--- src/rtl/tc_pkg.sv ---
package tc_pkg;
  localparam int ADDR_W   = 3;
  localparam int EN_BIT   = 0;
  localparam int DEF_LSB  = 4;
  localparam int COMP_LSB = 8;

  typedef enum logic [ADDR_W-1:0] {
    REG_CTRL = 3'd0,
    REG_STAT = 3'd1,
    REG_FAST = 3'd2,
    REG_SLOW = 3'd3,
    REG_TLO  = 3'd4,
    REG_THI  = 3'd5
  } reg_addr_e;
endpackage

--- src/rtl/tc_rate_sel.sv ---
module tc_rate_sel #(
  parameter int DEF_W  = 4,
  parameter int COMP_W = 12,
  parameter int FAST_W = 24,
  parameter int SLOW_W = 32,
  parameter int INC_W  = 12
) (
  input  logic              clk_i,
  input  logic              rst_ni,
  input  logic              tick_i,
  input  logic              fast_ld_i,
  input  logic [FAST_W-1:0] fast_val_i,
  input  logic              slow_ld_i,
  input  logic [SLOW_W-1:0] slow_val_i,
  input  logic [DEF_W-1:0]  def_inc_i,
  input  logic [COMP_W-1:0] comp_inc_i,
  output logic [INC_W-1:0]  inc_o,
  output logic              comp_sel_o,
  output logic [FAST_W-1:0] fast_cnt_o,
  output logic [SLOW_W-1:0] slow_per_o
);
  logic [FAST_W-1:0] fast_q;
  logic [SLOW_W-1:0] per_q, rem_q;
  logic fast_act, slow_on, slow_hit;

  assign fast_act   = fast_q != '0;
  assign slow_on    = per_q != '0;
  assign slow_hit   = slow_on && (rem_q <= SLOW_W'(1));
  assign comp_sel_o = fast_act || slow_hit;
  assign inc_o      = comp_sel_o ? INC_W'(comp_inc_i) : INC_W'(def_inc_i);
  assign fast_cnt_o = fast_q;
  assign slow_per_o = per_q;

  always_ff @(posedge clk_i or negedge rst_ni) begin
    if (!rst_ni) begin
      fast_q <= '0;
    end else if (fast_ld_i) begin
      fast_q <= fast_val_i;
    end else if (tick_i && fast_act) begin
      fast_q <= fast_q - FAST_W'(1);
    end
  end

  // period keeps running during a burst
  always_ff @(posedge clk_i or negedge rst_ni) begin
    if (!rst_ni) begin
      per_q <= '0;
      rem_q <= '0;
    end else if (slow_ld_i) begin
      per_q <= slow_val_i;
      rem_q <= slow_val_i;
    end else if (tick_i && slow_on) begin
      rem_q <= slow_hit ? per_q : rem_q - SLOW_W'(1);
    end
  end
endmodule

--- src/rtl/tc_accum.sv ---
module tc_accum #(
  parameter int CNT_W = 64,
  parameter int INC_W = 12,
  localparam int HALF = CNT_W / 2
) (
  input  logic             clk_i,
  input  logic             rst_ni,
  input  logic             tick_i,
  input  logic             wrap_i,
  input  logic [INC_W-1:0] inc_i,
  input  logic             wr_lo_i,
  input  logic             wr_hi_i,
  input  logic [HALF-1:0]  wdata_i,
  output logic [CNT_W-1:0] cnt_o,
  output logic             carry_o
);
  logic [CNT_W-1:0] cnt_q;
  logic [CNT_W:0]   sum;
  logic             sw_wr;

  assign sum     = {1'b0, cnt_q} + (CNT_W+1)'(inc_i);
  assign sw_wr   = wr_lo_i || wr_hi_i;
  assign carry_o = tick_i && !wrap_i && !sw_wr && sum[CNT_W];
  assign cnt_o   = cnt_q;

  always_ff @(posedge clk_i or negedge rst_ni) begin
    if (!rst_ni) begin
      cnt_q <= '0;
    end else if (wr_lo_i) begin
      cnt_q <= {cnt_q[CNT_W-1:HALF], wdata_i};
    end else if (wr_hi_i) begin
      cnt_q <= {wdata_i, cnt_q[HALF-1:0]};
    end else if (tick_i) begin
      cnt_q <= wrap_i ? '0 : sum[CNT_W-1:0];
    end
  end
endmodule

--- src/rtl/tc_time_counter.sv ---
module tc_time_counter
  import tc_pkg::*;
#(
  parameter int CNT_W   = 64,
  parameter int DATA_W  = 32,
  parameter int DEF_W   = 4,
  parameter int COMP_W  = 12,
  parameter int FAST_W  = 24,
  parameter int SLOW_W  = 32,
  parameter int DEF_RST = 5
) (
  input  logic              clk_i,
  input  logic              rst_ni,
  input  logic              reg_we_i,
  input  logic              reg_re_i,
  input  logic [ADDR_W-1:0] reg_addr_i,
  input  logic [DATA_W-1:0] reg_wdata_i,
  output logic [DATA_W-1:0] reg_rdata_o,
  input  logic              wrap_i,
  output logic [CNT_W-1:0]  time_o
);
  localparam int HALF  = CNT_W / 2;
  localparam int INC_W = (DEF_W > COMP_W) ? DEF_W : COMP_W;

  logic              en_q, ovf_q;
  logic [DEF_W-1:0]  def_q;
  logic [COMP_W-1:0] comp_q;
  logic [HALF-1:0]   hi_q;
  logic [INC_W-1:0]  inc;
  logic              comp_sel, carry;
  logic [FAST_W-1:0] fast_cnt;
  logic [SLOW_W-1:0] slow_per;
  logic [CNT_W-1:0]  cnt;
  logic wr_ctrl, wr_fast, wr_slow, wr_lo, wr_hi, time_wr, ovf_clr, rd_lo;

  assign wr_ctrl = reg_we_i && (reg_addr_i == REG_CTRL);
  assign wr_fast = reg_we_i && (reg_addr_i == REG_FAST);
  assign wr_slow = reg_we_i && (reg_addr_i == REG_SLOW);
  assign wr_lo   = reg_we_i && (reg_addr_i == REG_TLO);
  assign wr_hi   = reg_we_i && (reg_addr_i == REG_THI);
  assign ovf_clr = reg_we_i && (reg_addr_i == REG_STAT) && reg_wdata_i[0];
  assign rd_lo   = reg_re_i && (reg_addr_i == REG_TLO);
  assign time_wr = wr_lo || wr_hi;

  always_ff @(posedge clk_i or negedge rst_ni) begin
    if (!rst_ni) begin
      en_q   <= 1'b0;
      def_q  <= DEF_W'(DEF_RST);
      comp_q <= COMP_W'(DEF_RST);
    end else if (wr_ctrl) begin
      en_q   <= reg_wdata_i[EN_BIT];
      def_q  <= reg_wdata_i[DEF_LSB +: DEF_W];
      comp_q <= reg_wdata_i[COMP_LSB +: COMP_W];
    end
  end

  // set beats clear
  always_ff @(posedge clk_i or negedge rst_ni) begin
    if (!rst_ni)      ovf_q <= 1'b0;
    else if (carry)   ovf_q <= 1'b1;
    else if (ovf_clr) ovf_q <= 1'b0;
  end

  always_ff @(posedge clk_i or negedge rst_ni) begin
    if (!rst_ni)    hi_q <= '0;
    else if (rd_lo) hi_q <= cnt[CNT_W-1:HALF];
  end

  tc_rate_sel #(
    .DEF_W(DEF_W), .COMP_W(COMP_W), .FAST_W(FAST_W),
    .SLOW_W(SLOW_W), .INC_W(INC_W)
  ) u_rate (
    .clk_i      (clk_i),
    .rst_ni     (rst_ni),
    .tick_i     (en_q),
    .fast_ld_i  (wr_fast),
    .fast_val_i (reg_wdata_i[FAST_W-1:0]),
    .slow_ld_i  (wr_slow),
    .slow_val_i (reg_wdata_i[SLOW_W-1:0]),
    .def_inc_i  (def_q),
    .comp_inc_i (comp_q),
    .inc_o      (inc),
    .comp_sel_o (comp_sel),
    .fast_cnt_o (fast_cnt),
    .slow_per_o (slow_per)
  );

  tc_accum #(.CNT_W(CNT_W), .INC_W(INC_W)) u_accum (
    .clk_i   (clk_i),
    .rst_ni  (rst_ni),
    .tick_i  (en_q),
    .wrap_i  (wrap_i),
    .inc_i   (inc),
    .wr_lo_i (wr_lo),
    .wr_hi_i (wr_hi),
    .wdata_i (reg_wdata_i[HALF-1:0]),
    .cnt_o   (cnt),
    .carry_o (carry)
  );

  assign time_o = cnt;

  always_comb begin
    reg_rdata_o = '0;
    case (reg_addr_i)
      REG_CTRL: begin
        reg_rdata_o[EN_BIT]                 = en_q;
        reg_rdata_o[DEF_LSB +: DEF_W]   = def_q;
        reg_rdata_o[COMP_LSB +: COMP_W] = comp_q;
      end
      REG_STAT: reg_rdata_o[0] = ovf_q;
      REG_FAST: reg_rdata_o[FAST_W-1:0] = fast_cnt;
      REG_SLOW: reg_rdata_o[SLOW_W-1:0] = slow_per;
      REG_TLO:  reg_rdata_o = cnt[HALF-1:0];
      REG_THI:  reg_rdata_o = hi_q;
      default:  reg_rdata_o = '0;
    endcase
  end
endmodule

--- config.mk ---
export PLATFORM = sky130hd
export DESIGN_NAME = tc_time_counter
export DESIGN_NICKNAME = d
export VERILOG_FILES = /design/src/rtl/tc_pkg.sv /design/src/rtl/tc_rate_sel.sv /design/src/rtl/tc_accum.sv /design/src/rtl/tc_time_counter.sv
export SDC_FILE = /design/constraint.sdc
export NUM_CORES = 1
export LEC_CHECK = 0
export BUFFER_PORTS_ARGS = -buffer_cell sky130_fd_sc_hd__buf_2
export CORE_ASPECT_RATIO = 1.25
export CORE_MARGIN = 2
export CORE_UTILIZATION = 35
export CTS_BUF_LIST = sky130_fd_sc_hd__clkbuf_8
export CTS_CLUSTER_DIAMETER = 120
export DETAILED_ROUTE_END_ITERATION = 8
export PLACE_DENSITY = 0.55
export SLEW_MARGIN = 10
export SYNTH_ARGS = -nofsm -noshare
export SYNTH_HDL_FRONTEND = slang
export SYNTH_SLANG_ARGS = --single-unit
export TNS_END_PERCENT = 1
--- constraint.sdc ---
create_clock -name clk_i -period 6 [get_ports clk_i]
set_input_delay 0.6 -clock clk_i [delete_from_list [all_inputs] [get_ports clk_i]]
set_output_delay 0.6 -clock clk_i [all_outputs]
set_load 0.005 [all_outputs]
* Word level (Yosys, flattened, before mapping) *
Cells that the tools add are included.

word-level totals
  input bits = 40
  output and inout bits = 96
  register bits = 202

operators by class
  bitwise operators = 1
  mux-type cells = 17
  $lt $le $gt $ge = 1
  add/sub/neg operators = 3
  reduce and logical (&&, ||, !) cells = 28
  equality and inequality tests = 6

operator list
  cell                                                                               count
  64-bit 2-to-1 mux                                                                  3
  32-bit 2-to-1 mux                                                                  4
  16-bit one-hot mux with 5 select lines                                             1
  64-bit by 12-bit adder with 65-bit output                                          1
  24-bit 2-to-1 mux                                                                  2
  32-bit by 1-bit less-or-equal comparator with 1-bit output, second input constant  1
  32-bit nonzero test                                                                1
  32-bit by 1-bit subtractor with 32-bit output, second input constant               1
  8-bit one-hot mux with 3 select lines                                              1
  24-bit nonzero test                                                                1
  24-bit by 1-bit subtractor with 24-bit output, second input constant               1
  4-bit one-hot mux with 4 select lines                                              1
  1-bit logical AND                                                                  14
  12-bit 2-to-1 mux                                                                  1
  3-bit one-hot mux with 4 select lines                                              1
  2-bit nonzero test                                                                 5
  3-bit by 2-bit equality test with 1-bit output, second input constant              2
  3-bit equality test, second input constant                                         2
  1-bit one-hot mux with 6 select lines                                              1
  2-bit AND reduction                                                                2
  3-bit by 1-bit equality test with 1-bit output, second input constant              1
  3-bit logical NOT                                                                  1
  1-bit logical NOT                                                                  2
  1-bit logical OR                                                                   2
  other kinds (3)                                                                    4

* Longest topological paths before layout *
Gate-level depths: netlist (run 1).

  depth in word-level cells = 9
  gate-level depth with buffers = 18
  gate-level depth less buffers = 16

* Cells and area by module *
Synthesis (run 1) repeated with hierarchy kept, for this count alone.

second synthesis, totals
  cell total of the unflattened synthesis = 1,415
  area, all modules = 13,095.1 µm²

modules (own cells, without submodules)
  module           seq. area each (µm²)  area an instance (µm²)  cells each  times used
  tc_rate_sel      2,202.1               5,310.1                 601         1
  tc_accum         1,601.5               4,710.8                 557         1
  tc_time_counter  1,256.2               3,074.2                 257         1

* Least setup slack after synthesis (run 1) *
Ideal clock, no wire load.

  kind = flip-flop to flip-flop
  from = register u_rate.fast_q[2] (netlist: u_rate.fast_cnt_o[2])
  to = register u_accum.cnt_q[14] (netlist: u_accum.cnt_o[14])
  period minus slack after synthesis = 4.200 ns
  arrival = 4.079 ns
  data required time = 5.879 ns
  buffers on the path = 2
  slack = 1.800 ns
  stages on the path, launching flop included = 16
  cells stage by stage = dfrtp_1 > or4_4 > nor4_4 > nand4_2 > nand2b_4 > buf_2 > mux2_2 > ha_1 > fa_1 > nand3_1 > a21o_1 > a2111oi_4 > or2_2 > clkbuf_1 > a32o_1 > a22o_1

on the way
  word-level cells in the longest chain between the ends = 8

RTL lines
  item                                       line               RTL
  start: declaration                         tc_rate_sel.sv:22  logic [FAST_W-1:0] fast_q;
  start signal: assignment                   tc_rate_sel.sv:38  fast_q <= fast_val_i;
  start signal: assignment                   tc_rate_sel.sv:40  fast_q <= fast_q - FAST_W'(1);
  24-bit nonzero test                        tc_rate_sel.sv:26  assign fast_act = fast_q != '0;
  1-bit logical OR                           tc_rate_sel.sv:29  assign comp_sel_o = fast_act || slow_hit;
  12-bit 2-to-1 mux                          tc_rate_sel.sv:30  assign inc_o = comp_sel_o ? INC_W'(comp_inc_i) : INC_W'(def_inc_i);
  64-bit by 12-bit adder with 65-bit output  tc_accum.sv:21     assign sum = {1'b0, cnt_q} + (CNT_W+1)'(inc_i);
  64-bit 2-to-1 mux                          tc_accum.sv:34     cnt_q <= wrap_i ? '0 : sum[CNT_W-1:0];
  64-bit 2-to-1 mux                          tc_accum.sv:33     end else if (tick_i) begin
  64-bit 2-to-1 mux                          tc_accum.sv:31     end else if (wr_hi_i) begin
  32-bit 2-to-1 mux                          tc_accum.sv:29     end else if (wr_lo_i) begin
  end signal: assignment                     tc_accum.sv:30     cnt_q <= {cnt_q[CNT_W-1:HALF], wdata_i};
  end signal: assignment                     tc_accum.sv:32     cnt_q <= {wdata_i, cnt_q[HALF-1:0]};
  end signal: assignment                     tc_accum.sv:34
  end: declaration                           tc_accum.sv:17     logic [CNT_W-1:0] cnt_q;

No other way between the ends. The select of a mux whose other input is x is not followed.
A chain may end at the register's enable or synchronous reset.

* Worst setup path after layout (run 1) *
  from = register u_rate.fast_q[2] (netlist: u_rate.fast_cnt_o[2])
  to = register u_accum.cnt_q[50] (netlist: u_accum.cnt_o[50])

on the way
  word-level cells in the longest chain between the ends = 7

RTL lines
  item                                       line
  24-bit nonzero test                        tc_rate_sel.sv:26
  1-bit logical OR                           tc_rate_sel.sv:29
  12-bit 2-to-1 mux                          tc_rate_sel.sv:30
  64-bit by 12-bit adder with 65-bit output  tc_accum.sv:21
  64-bit 2-to-1 mux                          tc_accum.sv:34
  64-bit 2-to-1 mux                          tc_accum.sv:33
  64-bit 2-to-1 mux                          tc_accum.sv:31

No other way between the ends. The select of a mux whose other input is x is not followed.

==> results of run 1 <==
## synthesized netlist by cell type, drive strengths merged, types with 21 or more instances
| cell | n | area share [%] |
|---|---|---|
| mux2 | 62 | 5.4 |
| a22oi | 47 | 2.7 |
| nor3 | 25 | 1.1 |
| clkbuf | 67 | 2.0 |
| or4 | 29 | 1.8 |
| nor4 | 36 | 2.3 |
| buf | 21 | 0.74 |
| o21ai | 72 | 2.8 |
| o311ai | 37 | 2.5 |
| mux2i | 42 | 3.3 |
| nor2 | 84 | 2.5 |
| dfrtp | 198 | 39 |
| nand3 | 67 | 2.6 |
| inv | 25 | 0.73 |
| o211ai | 40 | 2.4 |
| xor2 | 28 | 1.9 |
| or3 | 25 | 1.2 |
| nand4 | 32 | 1.8 |
| nand2 | 225 | 6.6 |
| a21oi | 30 | 1.2 |
## logic make-up (layout without fill, tap and decap cells)
family	count (synthesis)	in the layout	synth area share, %
mux	104	104	8.70
simple gates	608	608	24.9
buf+inv	113	249	3.50
fa+ha+maj	18	18	1.81
flops	202	202	39.3
other cells	0	1	0
xor+xnor	36	36	2.45
compound gates	345	345	19.3
## worst max-delay path: stages (launching register included)
cell	delay [ns]
dfrtp_1	0.43
or4_4	0.59
nor4_4	0.37
nand4_2	0.49
nand2b_4	0.36
mux2_2	0.26
ha_1	0.17
fa_1	0.23
nand3_1	0.12
a21o_1	0.24
a2111oi_4	0.62
o211ai_1	0.39
or2_2	0.42
o311ai_0	0.29
## worst min path at each step
| stage | from | end | slack [ns] | depth (start not counted) |
|---|---|---|---|---|
| 2_1_floorplan | rst_ni | comp_q[10] | 0.30 | 0 |
| 3_3_place_gp | hi_q[13] | hi_q[13] | 0.48 | 1 |
| 3_5_place_dp | hi_q[14] | hi_q[14] | 0.50 | 1 |
| 4_1_cts | rst_ni | u_accum.cnt_o[7] | 0.08 | 1 |
| 5_1_grt | rst_ni | u_accum.cnt_o[7] | 0.12 | 1 |
| 6_report | rst_ni | hi_q[4] | 0.07 | 1 |
## metrics by stage
step                hold WS (ns)  util (%)  setup WS, ns
floorplan                  0.304         -          1.80
global placement           0.484      38.7          1.13
detailed placement         0.496      38.7         0.987
CTS                       0.0845      40.6         0.966
global route               0.117      40.6         0.561
finish                    0.0654      40.6         0.920
## metal layers
metal	share of wire, %	wire [µm]	GRT usage, %
met5	0.014	8	0
met4	6.2	3450	16.3
met3	6.4	3570	3.46
met2	47	26400	47.4
met1	40	22400	36.8
## power breakdown
part	internal, mW	switching (mW)
Combinational	0.824	1.10
Sequential	1.77	0.732
Clock	0.703	0.633
Total	3.30	2.46
## state kept, by name, summed over array words and instances, names as in the netlist
signal,flops
ovf_q,1
u_accum.cnt_o,64
hi_q,32
en_q,1
def_q,4
comp_q,12
u_rate.fast_cnt_o,24
u_rate.rem_q,32
u_rate.slow_per_o,32
## final cells by class
| class | instances | area, µm² |
|---|---|---|
| Fill cell | 3690 | 21600 |
| Multi-Input combinational cell | 1111 | 7400 |
| Sequential cell | 202 | 5060 |
| Timing Repair Buffer | 161 | 881 |
| Clock buffer | 44 | 606 |
| Tap cell | 480 | 601 |
| Clock inverter | 19 | 104 |
| Inverter | 25 | 93.8 |
| Antenna cell | 1 | 2.50 |
## cells in the final DEF, fill, tap and decap left out, types with 10 or more instances in the layout
| cell type | Yosys | routed |
|---|---|---|
| nor4_1 | 31 | 31 |
| buf_2 | 13 | 134 |
| o22ai_1 | 11 | 10 |
| dfrtp_1 | 198 | 198 |
| inv_1 | 25 | 40 |
| o221ai_1 | 11 | 11 |
| nand3_1 | 67 | 66 |
| mux2_2 | 62 | 62 |
| o31ai_1 | 10 | 10 |
| o21ai_0 | 70 | 69 |
| or4_1 | 27 | 27 |
| xor2_1 | 28 | 28 |
| nor3_1 | 24 | 23 |
| o311ai_0 | 35 | 35 |
| nand4_1 | 28 | 28 |
| ha_1 | 17 | 17 |
| and3_1 | 18 | 18 |
| nand2_1 | 225 | 225 |
| o211ai_1 | 39 | 39 |
| a22oi_1 | 47 | 47 |
| clkbuf_8 | 1 | 44 |
| a31oi_1 | 14 | 14 |
| a221oi_1 | 15 | 15 |
| a21oi_1 | 30 | 29 |
| nor2_1 | 83 | 78 |
| mux2i_1 | 42 | 42 |
| buf_4 | 0 | 26 |
| or3_1 | 23 | 23 |
| and2_1 | 18 | 18 |
==> flow_metrics.env, run 1 <==
export IMPL_status="finished clean"
export IMPL_drt_antenna_violating_nets=0
export IMPL_peakVddDrop_v=0.000196
export IMPL_placed_cell_area_mm2=0.0140
export IMPL_dr_total_vias=12800
export IMPL_floorplan_initialDensity_pct=35.4
export IMPL_dp_final_hpwl_um=40300
export IMPL_yosys_cell_types_count=88
export IMPL_grt_antenna_before_repair=5
export IMPL_setup_reg_to_reg_worst_slack_ns=0.92
export IMPL_drt_iter0_markers=1084
export IMPL_worst_r2r_cell_count=13
export IMPL_cts_clk_slew_worst_paths_ns=0.07
export IMPL_power_density_mw_per_mm2=391
export IMPL_drt_pass1_iter_count=6
export IMPL_ys_seq_elements=202
export IMPL_critPathLaunchType="register"
export IMPL_synth_warnings=0
export IMPL_synth_net_count=1484
export IMPL_synthesis_area_mm2=0.0129
export IMPL_final_setup_violation_count=0
export IMPL_rsz_0062_raised_after_global_routing="no"
export IMPL_grt_pass1_wl_um=82100
export IMPL_die_h_um=218
export IMPL_worst_slew_margin_rel_pct=25.6
export IMPL_gp_routability_congestion=0.916
export IMPL_floorplan_die_area_mm2=0.0383
export IMPL_clock_sink_total=202
export IMPL_gr_usage_all_layers_pct=28.9
export IMPL_leakagePower_nw=6.26
export IMPL_worst_setup_path_endpoint="u_accum.cnt_o[50]"
export IMPL_cts_root_buffer_cell="clkbuf_8"
export IMPL_critical_path_required_ns=6.46
export IMPL_max_clock_freq_mhz=197
export IMPL_max_cap_viol_count=0
export IMPL_synthArstFlopShare_pct=100
export IMPL_min_path_type="input pin to asynchronous set/reset pin"
export IMPL_setup_total_negative_slack_ns=0
export IMPL_synth_yosys_seq_area_share_pct=39.3
export IMPL_wire_per_inst_um=27.3
export IMPL_critPathMaxFanout=16
export IMPL_timing_rr_end="u_accum.cnt_o[50]"
export IMPL_core_area_mm2=0.0363
export IMPL_cts_hold_buffers_added=0
export IMPL_port_buffers=135
export IMPL_area_growth_syn_to_layout_pct=14.6
export IMPL_type_of_element_capturing_the_critical_path="register"
export IMPL_post_cts_setup_buffers=0
export IMPL_max_clock_path_buffers=3
export IMPL_finalClockSkew_ns=0.0379
export IMPL_tritoncts="yes"
export IMPL_grt_max_degree=96
export IMPL_min_period_over_period_pct=84.7
export IMPL_synth_main_ff_cell="dfrtp_1"
export IMPL_numCtsBuffers=37
export IMPL_floorplan_die_width_um=175
export IMPL_syn_inst=1426
export IMPL_clk_insertion_delay_late_ns=0.58
export IMPL_layout_cells_sized_above_1_pct=21.1
export IMPL_core_rowCount=78
export IMPL_stdcell_area_mm2=0.0147
export IMPL_drc_errors=0
export IMPL_period_needed_ns=5.08
export IMPL_drt_wl_total_um=55800
export IMPL_clock_tree_htree_level_count=2
export IMPL_timing_final_max_slew_violations=0
export IMPL_cts_repair_resized=0
export IMPL_first_global_vias=12300
export IMPL_critical_path_class="register to register"
export IMPL_post_drt_via_cell_ratio=6.25
export IMPL_worstMarginPinSlew_ns=1.11
export IMPL_num_nets_final=1596
export IMPL_synthesis_area_per_instance_um2=9.02
export IMPL_totalPowerFinal_mw=5.76
export IMPL_instances_no_fill=2043
export IMPL_grt_remaining_overflow=0
export IMPL_placed_cells_incl_taps=1979
export IMPL_setup_worst_path_start="u_rate.fast_cnt_o[2]"
export IMPL_number_of_hold_violations_in_the_final_report=0
export IMPL_critical_path_reg2reg_startpoint="u_rate.fast_cnt_o[2]"
export IMPL_synth_edf_count=0
export IMPL_worstPathArrival_ns=5.54
export IMPL_ioPinCount=136
Note: power is estimated with default switching activity, not from simulation.
==> inputs of run 2 (changes only) <==
--- a/config.mk
+++ b/config.mk
@@ -12,7 +12,7 @@
 export CTS_BUF_LIST = sky130_fd_sc_hd__clkbuf_8
 export CTS_CLUSTER_DIAMETER = 120
 export DETAILED_ROUTE_END_ITERATION = 8
-export PLACE_DENSITY = 0.55
+export PLACE_DENSITY = 0.57
 export SLEW_MARGIN = 10
 export SYNTH_ARGS = -nofsm -noshare
 export SYNTH_HDL_FRONTEND = slang
==> constraint.sdc (replaced) <==
create_clock -name clk_i -period 4.15 [get_ports clk_i]
set_input_delay 0.415 -clock clk_i [delete_from_list [all_inputs] [get_ports clk_i]]
set_output_delay 0.415 -clock clk_i [all_outputs]
set_load 0.005 [all_outputs]
==> run 2 against run 1 <==
Core utilization grew 3.2 points; worst setup slack lost 0.79 ns; global-route usage grew 0.40 points; die area is the same; flip-flop and latch count is the same; sequential power grew 38%; sequential share of layout area shrank 2.5 points.
==> flow_metrics.env, run 2 (synthesis gave the netlist of run 1 again) <==
export IMPL_seqPwrFrac_pct=38.3
export IMPL_period_needed_ns=4.02
export IMPL_floorplan_die_area_mm2=0.0383
export IMPL_grt_antenna_before_repair=2
export IMPL_first_global_vias=12900
export IMPL_worstPathArrival_ns=4.52
export IMPL_critical_path_most_common_cell="buf_4"
export IMPL_max_clock_freq_mhz=249
export IMPL_worstMarginPinSlew_ns=1.01
export IMPL_drt_antenna_violating_nets=0
export IMPL_met3_wirelength_um=4110
export IMPL_setup_ws_ns=0.126
export IMPL_peakVddDrop_v=0.000308
export IMPL_tritoncts="yes"
export IMPL_route_layer_met1_wl_um=22400
export IMPL_critical_path_class="register to register"
export IMPL_clock_sink_total=202
export IMPL_floorplan_initialDensity_pct=35.4
export IMPL_area_growth_syn_to_layout_pct=23.7
export IMPL_route_met2_wl_um=27400
export IMPL_power_density_mw_per_mm2=568
export IMPL_grt_remaining_overflow=0
export IMPL_clock_tree_htree_level_count=2
export IMPL_gp_routability_congestion=1.00
export IMPL_pre_cts_ws_ns=-0.236
export IMPL_min_path_type="input pin to asynchronous set/reset pin"
export IMPL_floorplan_die_width_um=175
export IMPL_cts_root_buffer_cell="clkbuf_8"
export IMPL_final_setup_violation_count=0
export IMPL_dp_final_hpwl_um=42000
export IMPL_max_cap_viol_count=0
export IMPL_dr_total_vias=13300
export IMPL_max_clock_path_buffers=3
export IMPL_leakagePower_nw=6.95
export IMPL_worst_slew_margin_rel_pct=32.7
export IMPL_setup_worst_path_start="u_rate.slow_per_o[24]"
export IMPL_ff_latch_area_mm2=0.00506
export IMPL_drc_errors=0
export IMPL_setup_reg_to_reg_worst_slack_ns=0.13
export IMPL_instances_no_fill=2174
export IMPL_p_comb_share_pct=37.6
export IMPL_layout_cells_sized_above_1_pct=28.2
export IMPL_multiInputGateArea_mm2=0.00748
export IMPL_cts_clk_slew_worst_paths_ns=0.07
export IMPL_switchingPower_mw=3.66
export IMPL_intPower_mw=5.38
export IMPL_gr_usage_all_layers_pct=29.3
export IMPL_post_drt_via_cell_ratio=6.12
export IMPL_core_area_mm2=0.0363
export IMPL_drt_pass1_iter_count=6
export IMPL_worstPathCellList="nor4_2 > buf_4 > nand4_1 > o211a_1 > nand2_2 > nand2b_4 > buf_4 > and2_1 > ha_1 > buf_4 > nand4_1 > nor4b_4 > buf_4 > o31ai_2 > buf_4 > or4_1 > nand3_1"
export IMPL_core_rowCount=78
export IMPL_timing_final_max_slew_violations=0
export IMPL_grt_max_degree=106
export IMPL_number_of_hold_violations_in_the_final_report=0
export IMPL_port_buffers=135
export IMPL_num_nets_final=1724
export IMPL_fillCellCount=3702
export IMPL_critical_path_required_ns=4.64
export IMPL_numCtsBuffers=38
export IMPL_placed_cell_area_mm2=0.0150
export IMPL_worst_path_max_stage_delay_ns=0.46
export IMPL_cp_slowest_cell="or4_1"
export IMPL_status="finished clean"
export IMPL_wire_per_inst_um=26.2
export IMPL_rsz_0062_raised_after_global_routing="yes"
export IMPL_critical_path_buffers_and_inverters=5
export IMPL_clockPowerShare_pct=24.1
export IMPL_critPathMaxFanout=8
export IMPL_grt_pass1_wl_um=83600
export IMPL_cts_hold_buffers_added=0
export IMPL_drt_wl_total_um=56900
export IMPL_die_h_um=218
export IMPL_critical_path_reg2reg_startpoint="u_rate.slow_per_o[24]"
export IMPL_finalClockSkew_ns=0.0390
export IMPL_clk_insertion_delay_late_ns=0.59
export IMPL_stdcell_area_mm2=0.0159
export IMPL_setup_total_negative_slack_ns=0
export IMPL_crit_family="simple AND/OR/NAND/NOR gates"
export IMPL_sw_frac_of_total_pct=40.5
export IMPL_ioPinCount=136
export IMPL_worst_r2r_cell_count=17
export IMPL_topRoutingLayerUsed="met4"
export IMPL_min_period_over_period_pct=97.0
export IMPL_layout_cells_most_common_list="224 x nand2_1, 198 x dfrtp_1, 152 x buf_4"
export IMPL_final_common_cell="nand2_1"
export IMPL_critPathLaunchType="register"
export IMPL_critical_path_cell_count=17
export IMPL_placed_cells_incl_taps=2105
export IMPL_type_of_element_capturing_the_critical_path="register"
export IMPL_largest_register_ff_count=64
export IMPL_drt_iter0_markers=1128
-- run 2: cell type report --
type	count	area share [%]
Multi-Input combinational cell	1111	47.0
Sequential cell	202	31.8
Timing Repair Buffer	288	11.6
Clock buffer	49	4.24
Tap cell	480	3.77
Clock inverter	17	0.975
Inverter	25	0.590
Antenna cell	2	0.0315
-- run 2: power by group through the flow --
stage | Combinational [mW] | Clock [mW] | Sequential [mW]
2_1_floorplan | 1.79 | 0 | 3.17
3_3_place_gp | 3.31 | 0 | 3.44
3_5_place_dp | 3.33 | 0 | 3.45
4_1_cts | 3.36 | 2.21 | 3.43
5_1_grt | 3.71 | 2.29 | 3.52
6_report | 3.40 | 2.18 | 3.46
-- run 2: worst paths after layout --
| kind | end |
|---|---|
| worst max register to register | u_accum.cnt_o[53] |
| worst min-delay path | hi_q[10] |
| worst min register to register | hi_q[27] |
| worst max-delay path | u_accum.cnt_o[53] |
| min in group clk_i | u_rate.slow_per_o[26] |
| max in group asynchronous | hi_q[29] |
-- run 2: repair_timing --
item | in CTS | in global routing
pin swaps | 1 | 4
setup endpoints to repair | 41 | 29
resized for setup | 5 | 22
buffers inserted | 1 | 0
-- run 2: per-layer routing --
layer	track usage (%)	vias to the layer above
li1	-	5896
met1	36.3	6599
met2	48.7	643
met3	4.85	157
met4	15.5	0
met5	0	-
-- run 2: stage by stage --
step / utilization [%] / total power, mW / hold WS [ns]
3_5_place_dp: 41.3 / 6.78 / 0.496
3_3_place_gp: 41.3 / 6.75 / 0.487
6_report: 43.8 / 9.04 / 0.00232
4_1_cts: 43.7 / 8.99 / 0.0107
5_1_grt: 43.8 / 9.52 / 0.0485
2_1_floorplan: - / 4.97 / 0.119
==> inputs of run 3 (changes only) <==
--- a/config.mk
+++ b/config.mk
@@ -5,14 +5,16 @@
 export SDC_FILE = /design/constraint.sdc
 export NUM_CORES = 1
 export LEC_CHECK = 0
+export ABC_AREA = 1
 export BUFFER_PORTS_ARGS = -buffer_cell sky130_fd_sc_hd__buf_2
 export CORE_ASPECT_RATIO = 1.25
 export CORE_MARGIN = 2
-export CORE_UTILIZATION = 35
+export CORE_UTILIZATION = 41
 export CTS_BUF_LIST = sky130_fd_sc_hd__clkbuf_8
 export CTS_CLUSTER_DIAMETER = 120
 export DETAILED_ROUTE_END_ITERATION = 8
-export PLACE_DENSITY = 0.57
+export PLACE_DENSITY = 0.64
+export RECOVER_POWER = 25
 export SLEW_MARGIN = 10
 export SYNTH_ARGS = -nofsm -noshare
 export SYNTH_HDL_FRONTEND = slang
==> run 3 against run 2 <==
The run now ends with max-capacitance violations, max-slew violations left; largest power group is now combinational logic; clock power down 14%; critical path depth is 7 higher; die area down 7.7%; wire length rose by 7.5%; hold slack improved by 0.17 ns; count of clock-buffer cells in the layout fell by 5; clock skew down 0.011 ns.
==> flow_metrics.env, run 3 <==
export IMPL_leakagePower_nw=7.75
export IMPL_layout_cells_most_common_list="576 x nand2_1, 267 x inv_1, 240 x nor2_1"
export IMPL_totalPowerFinal_mw=9.92
export IMPL_power_density_mw_per_mm2=635
export IMPL_clk_insertion_delay_late_ns=0.58
export IMPL_critical_path_required_ns=4.64
export IMPL_peakVddDrop_v=0.000245
export IMPL_tritoncts="yes"
export IMPL_status="complete, but fails checks"
export IMPL_synth_area_leaders="dfrtp_1 36%, nand2_1 16%, nand3_1 6.8%"
export IMPL_synth_edf_count=0
export IMPL_ff_latch_area_mm2=0.00506
export IMPL_synth_most_common_cell="nand2_1"
export IMPL_synthesis_area_per_instance_um2=6.69
export IMPL_post_cts_setup_buffers=0
export IMPL_period_needed_ns=3.85
export IMPL_synth_top_area_cell="dfrtp_1"
export IMPL_drt_pass1_iter_count=6
export IMPL_area_growth_syn_to_layout_pct=12.5
export IMPL_floorplan_die_width_um=169
export IMPL_fillCellCount=3507
export IMPL_timing_rr_end="u_accum.cnt_o[42]"
export IMPL_gp_routability_congestion=1.01
export IMPL_worstMarginPinSlew_ns=2.33
export IMPL_worst_slew_margin_rel_pct=-55.4
export IMPL_synth_net_count=2134
export IMPL_dp_final_hpwl_um=46400
export IMPL_core_rowCount=75
export IMPL_cts_clk_slew_worst_paths_ns=0.06
export IMPL_post_drt_via_cell_ratio=5.80
export IMPL_clock_tree_htree_level_count=2
export IMPL_die_h_um=210
export IMPL_wire_per_inst_um=23.0
export IMPL_setup_reg_to_reg_worst_slack_ns=0.30
export IMPL_timing_final_max_slew_violations=104
export IMPL_dr_total_vias=15400
export IMPL_grt_remaining_overflow=0
export IMPL_drc_errors=0
export IMPL_synth_main_ff_cell="dfrtp_1"
export IMPL_holdPathStages=3
export IMPL_grt_max_degree=82
export IMPL_first_global_vias=14900
export IMPL_stdcell_area_mm2=0.0156
export IMPL_type_of_element_capturing_the_critical_path="register"
export IMPL_grt_pass1_wl_um=91200
export IMPL_grt_antenna_before_repair=2
export IMPL_cts_root_buffer_cell="clkbuf_8"
export IMPL_core_area_mm2=0.0335
export IMPL_final_common_cell="nand2_1"
export IMPL_yosys_cell_types_count=50
export IMPL_worst_setup_path_endpoint="u_accum.cnt_o[42]"
export IMPL_min_path_type="input pin to register"
export IMPL_placed_cell_area_mm2=0.0150
export IMPL_worst_r2r_cell_count=24
export IMPL_port_buffers=135
export IMPL_failed_checks="max-capacitance violations, max-slew violations"
export IMPL_drt_wl_total_um=61100
export IMPL_max_clock_path_buffers=3
export IMPL_critical_path_class="register to register"
export IMPL_multiInputGateArea_mm2=0.00751
export IMPL_max_cap_viol_count=2
export IMPL_synthArstFlopShare_pct=100
export IMPL_floorplan_initialDensity_pct=41.4
export IMPL_drt_iter0_markers=1377
export IMPL_numCtsBuffers=37
export IMPL_ioPinCount=136
export IMPL_num_nets_final=2263
export IMPL_largest_register_ff_count=64
export IMPL_synthesis_area_mm2=0.0139
export IMPL_rsz_0062_raised_after_global_routing="no"
export IMPL_number_of_hold_violations_in_the_final_report=0
export IMPL_critPathMaxFanout=11
export IMPL_drt_antenna_violating_nets=0
export IMPL_synth_yosys_seq_area_share_pct=36.4
export IMPL_final_setup_violation_count=0
export IMPL_max_clock_freq_mhz=260
export IMPL_setup_worst_path_start="u_rate.rem_q[0]"
export IMPL_synth_top_area_share_pct=35.7
export IMPL_synth_top_cells_by_count="576 x nand2_1, 250 x inv_1, 239 x nor2_1"
export IMPL_critPathLaunchType="register"
export IMPL_critical_path_reg2reg_startpoint="u_rate.rem_q[0]"
export IMPL_synth_warnings=0
export IMPL_layout_cells_sized_above_1_pct=12.3
export IMPL_floorplan_die_area_mm2=0.0354
export IMPL_gr_usage_all_layers_pct=34.6
export IMPL_ys_seq_elements=202
export IMPL_setup_total_negative_slack_ns=0
export IMPL_finalClockSkew_ns=0.0280
export IMPL_worstPathArrival_ns=4.34
export IMPL_min_period_over_period_pct=92.7
export IMPL_syn_inst=2076
export IMPL_timing_hold_ws_ns=0.169
export IMPL_clock_sink_total=202
run 3: changes by cell type after synthesis, moves of 23 or more:
cell      previous run  this run
nand2_1            225       576
inv_1               25       250
nor2_1              83       239
nand3_1             67       189
a21oi_1             30       128
o21ai_0             70       136
mux2_2              62         4
mux2i_1             42         0
clkbuf_1            66        26
a22oi_1             47        17
o311ai_0            35         5
nor4_1              31         4
or4_1               27         0
or3_1               23         0
run 3: area by class of cell:
type,count,share of cell area (%)
antenna,1,0.0160
sequential,202,32.4
clock inverter,20,0.521
clock buffer,44,3.88
tap,423,3.39
inverter,265,6.37
multi-input combinational,1542,48.0
timing repair buffer,157,5.39
run 3: how the worst min path moves through the flow:
stage	start	endpoint	slack, ns
2_1_floorplan	rst_ni	comp_q[10]	0.12
3_3_place_gp	comp_q[7]	comp_q[7]	0.47
3_5_place_dp	hi_q[29]	hi_q[29]	0.47
4_1_cts	reg_wdata_i[28]	u_rate.slow_per_o[28]	0.14
5_1_grt	reg_wdata_i[30]	u_rate.slow_per_o[30]	0.18
6_report	reg_wdata_i[28]	u_rate.slow_per_o[28]	0.17
run 3: report_power, final:
part	internal (mW)	total [mW]	switching (mW)
sequential	2.67	3.75	1.08
clock	0.955	1.87	0.920
combinational	1.46	4.30	2.84
total	5.08	9.92	4.84
run 3: critical path: stages (launching register included):
cell and delay (ns):
dfrtp_1 0.41, inv_1 0.09, ha_1 0.23, nand2_1 0.17, nor3_2 0.16, nand2_1 0.08, o21ai_1 0.10, nand3_2 0.15
nand2_2 0.17, inv_2 0.11, nand2_1 0.08, nand2_1 0.06, ha_1 0.25, fa_1 0.45, nand2_1 0.10, nor2_1 0.04
nand2_1 0.05, nand3_1 0.17, nand2_1 0.11, nand2_1 0.14, nand2_1 0.13, nand2_1 0.16, nand3_1 0.12, nand3_1 0.07
a21oi_1 0.16
run 3: routing by layer:
metal	vias to the layer above	GRT usage [%]	routed length [µm]
li1	7091	-	-
met1	7235	41.7	22900
met2	833	55.2	27800
met3	235	5.71	5090
met4	0	26.5	5310
met5	-	0	0
run 3: logic make-up after synthesis:
group,after synthesis,share of synthesized area (%)
adder cells (fa/ha/maj),18,1.68
AND/OR/NAND/NOR,1112,34.1
XOR/XNOR,27,1.70
multiplexers,4,0.324
buffers and inverters,332,9.46
flip-flops,202,36.4
AO/OA/AOI/OAI,381,16.3
run 3: metrics by stage:
stage / instances / util, % / setup slack, ns
after floorplan: 2076 / - / 0.893
final: 2654 / 46.6 / 0.304
after global placement: 2588 / 44.6 / 0.339
after detailed placement: 2588 / 44.6 / 0.249
after CTS: 2653 / 46.7 / 0.213
after global routing: 2654 / 46.6 / 0.00411
run 3: timing repair:
action                                 CTS  global route
endpoints found under the hold margin   79             0
setup endpoints to repair                0             9
hold buffers                             1             0
gates resized for setup                  0             1
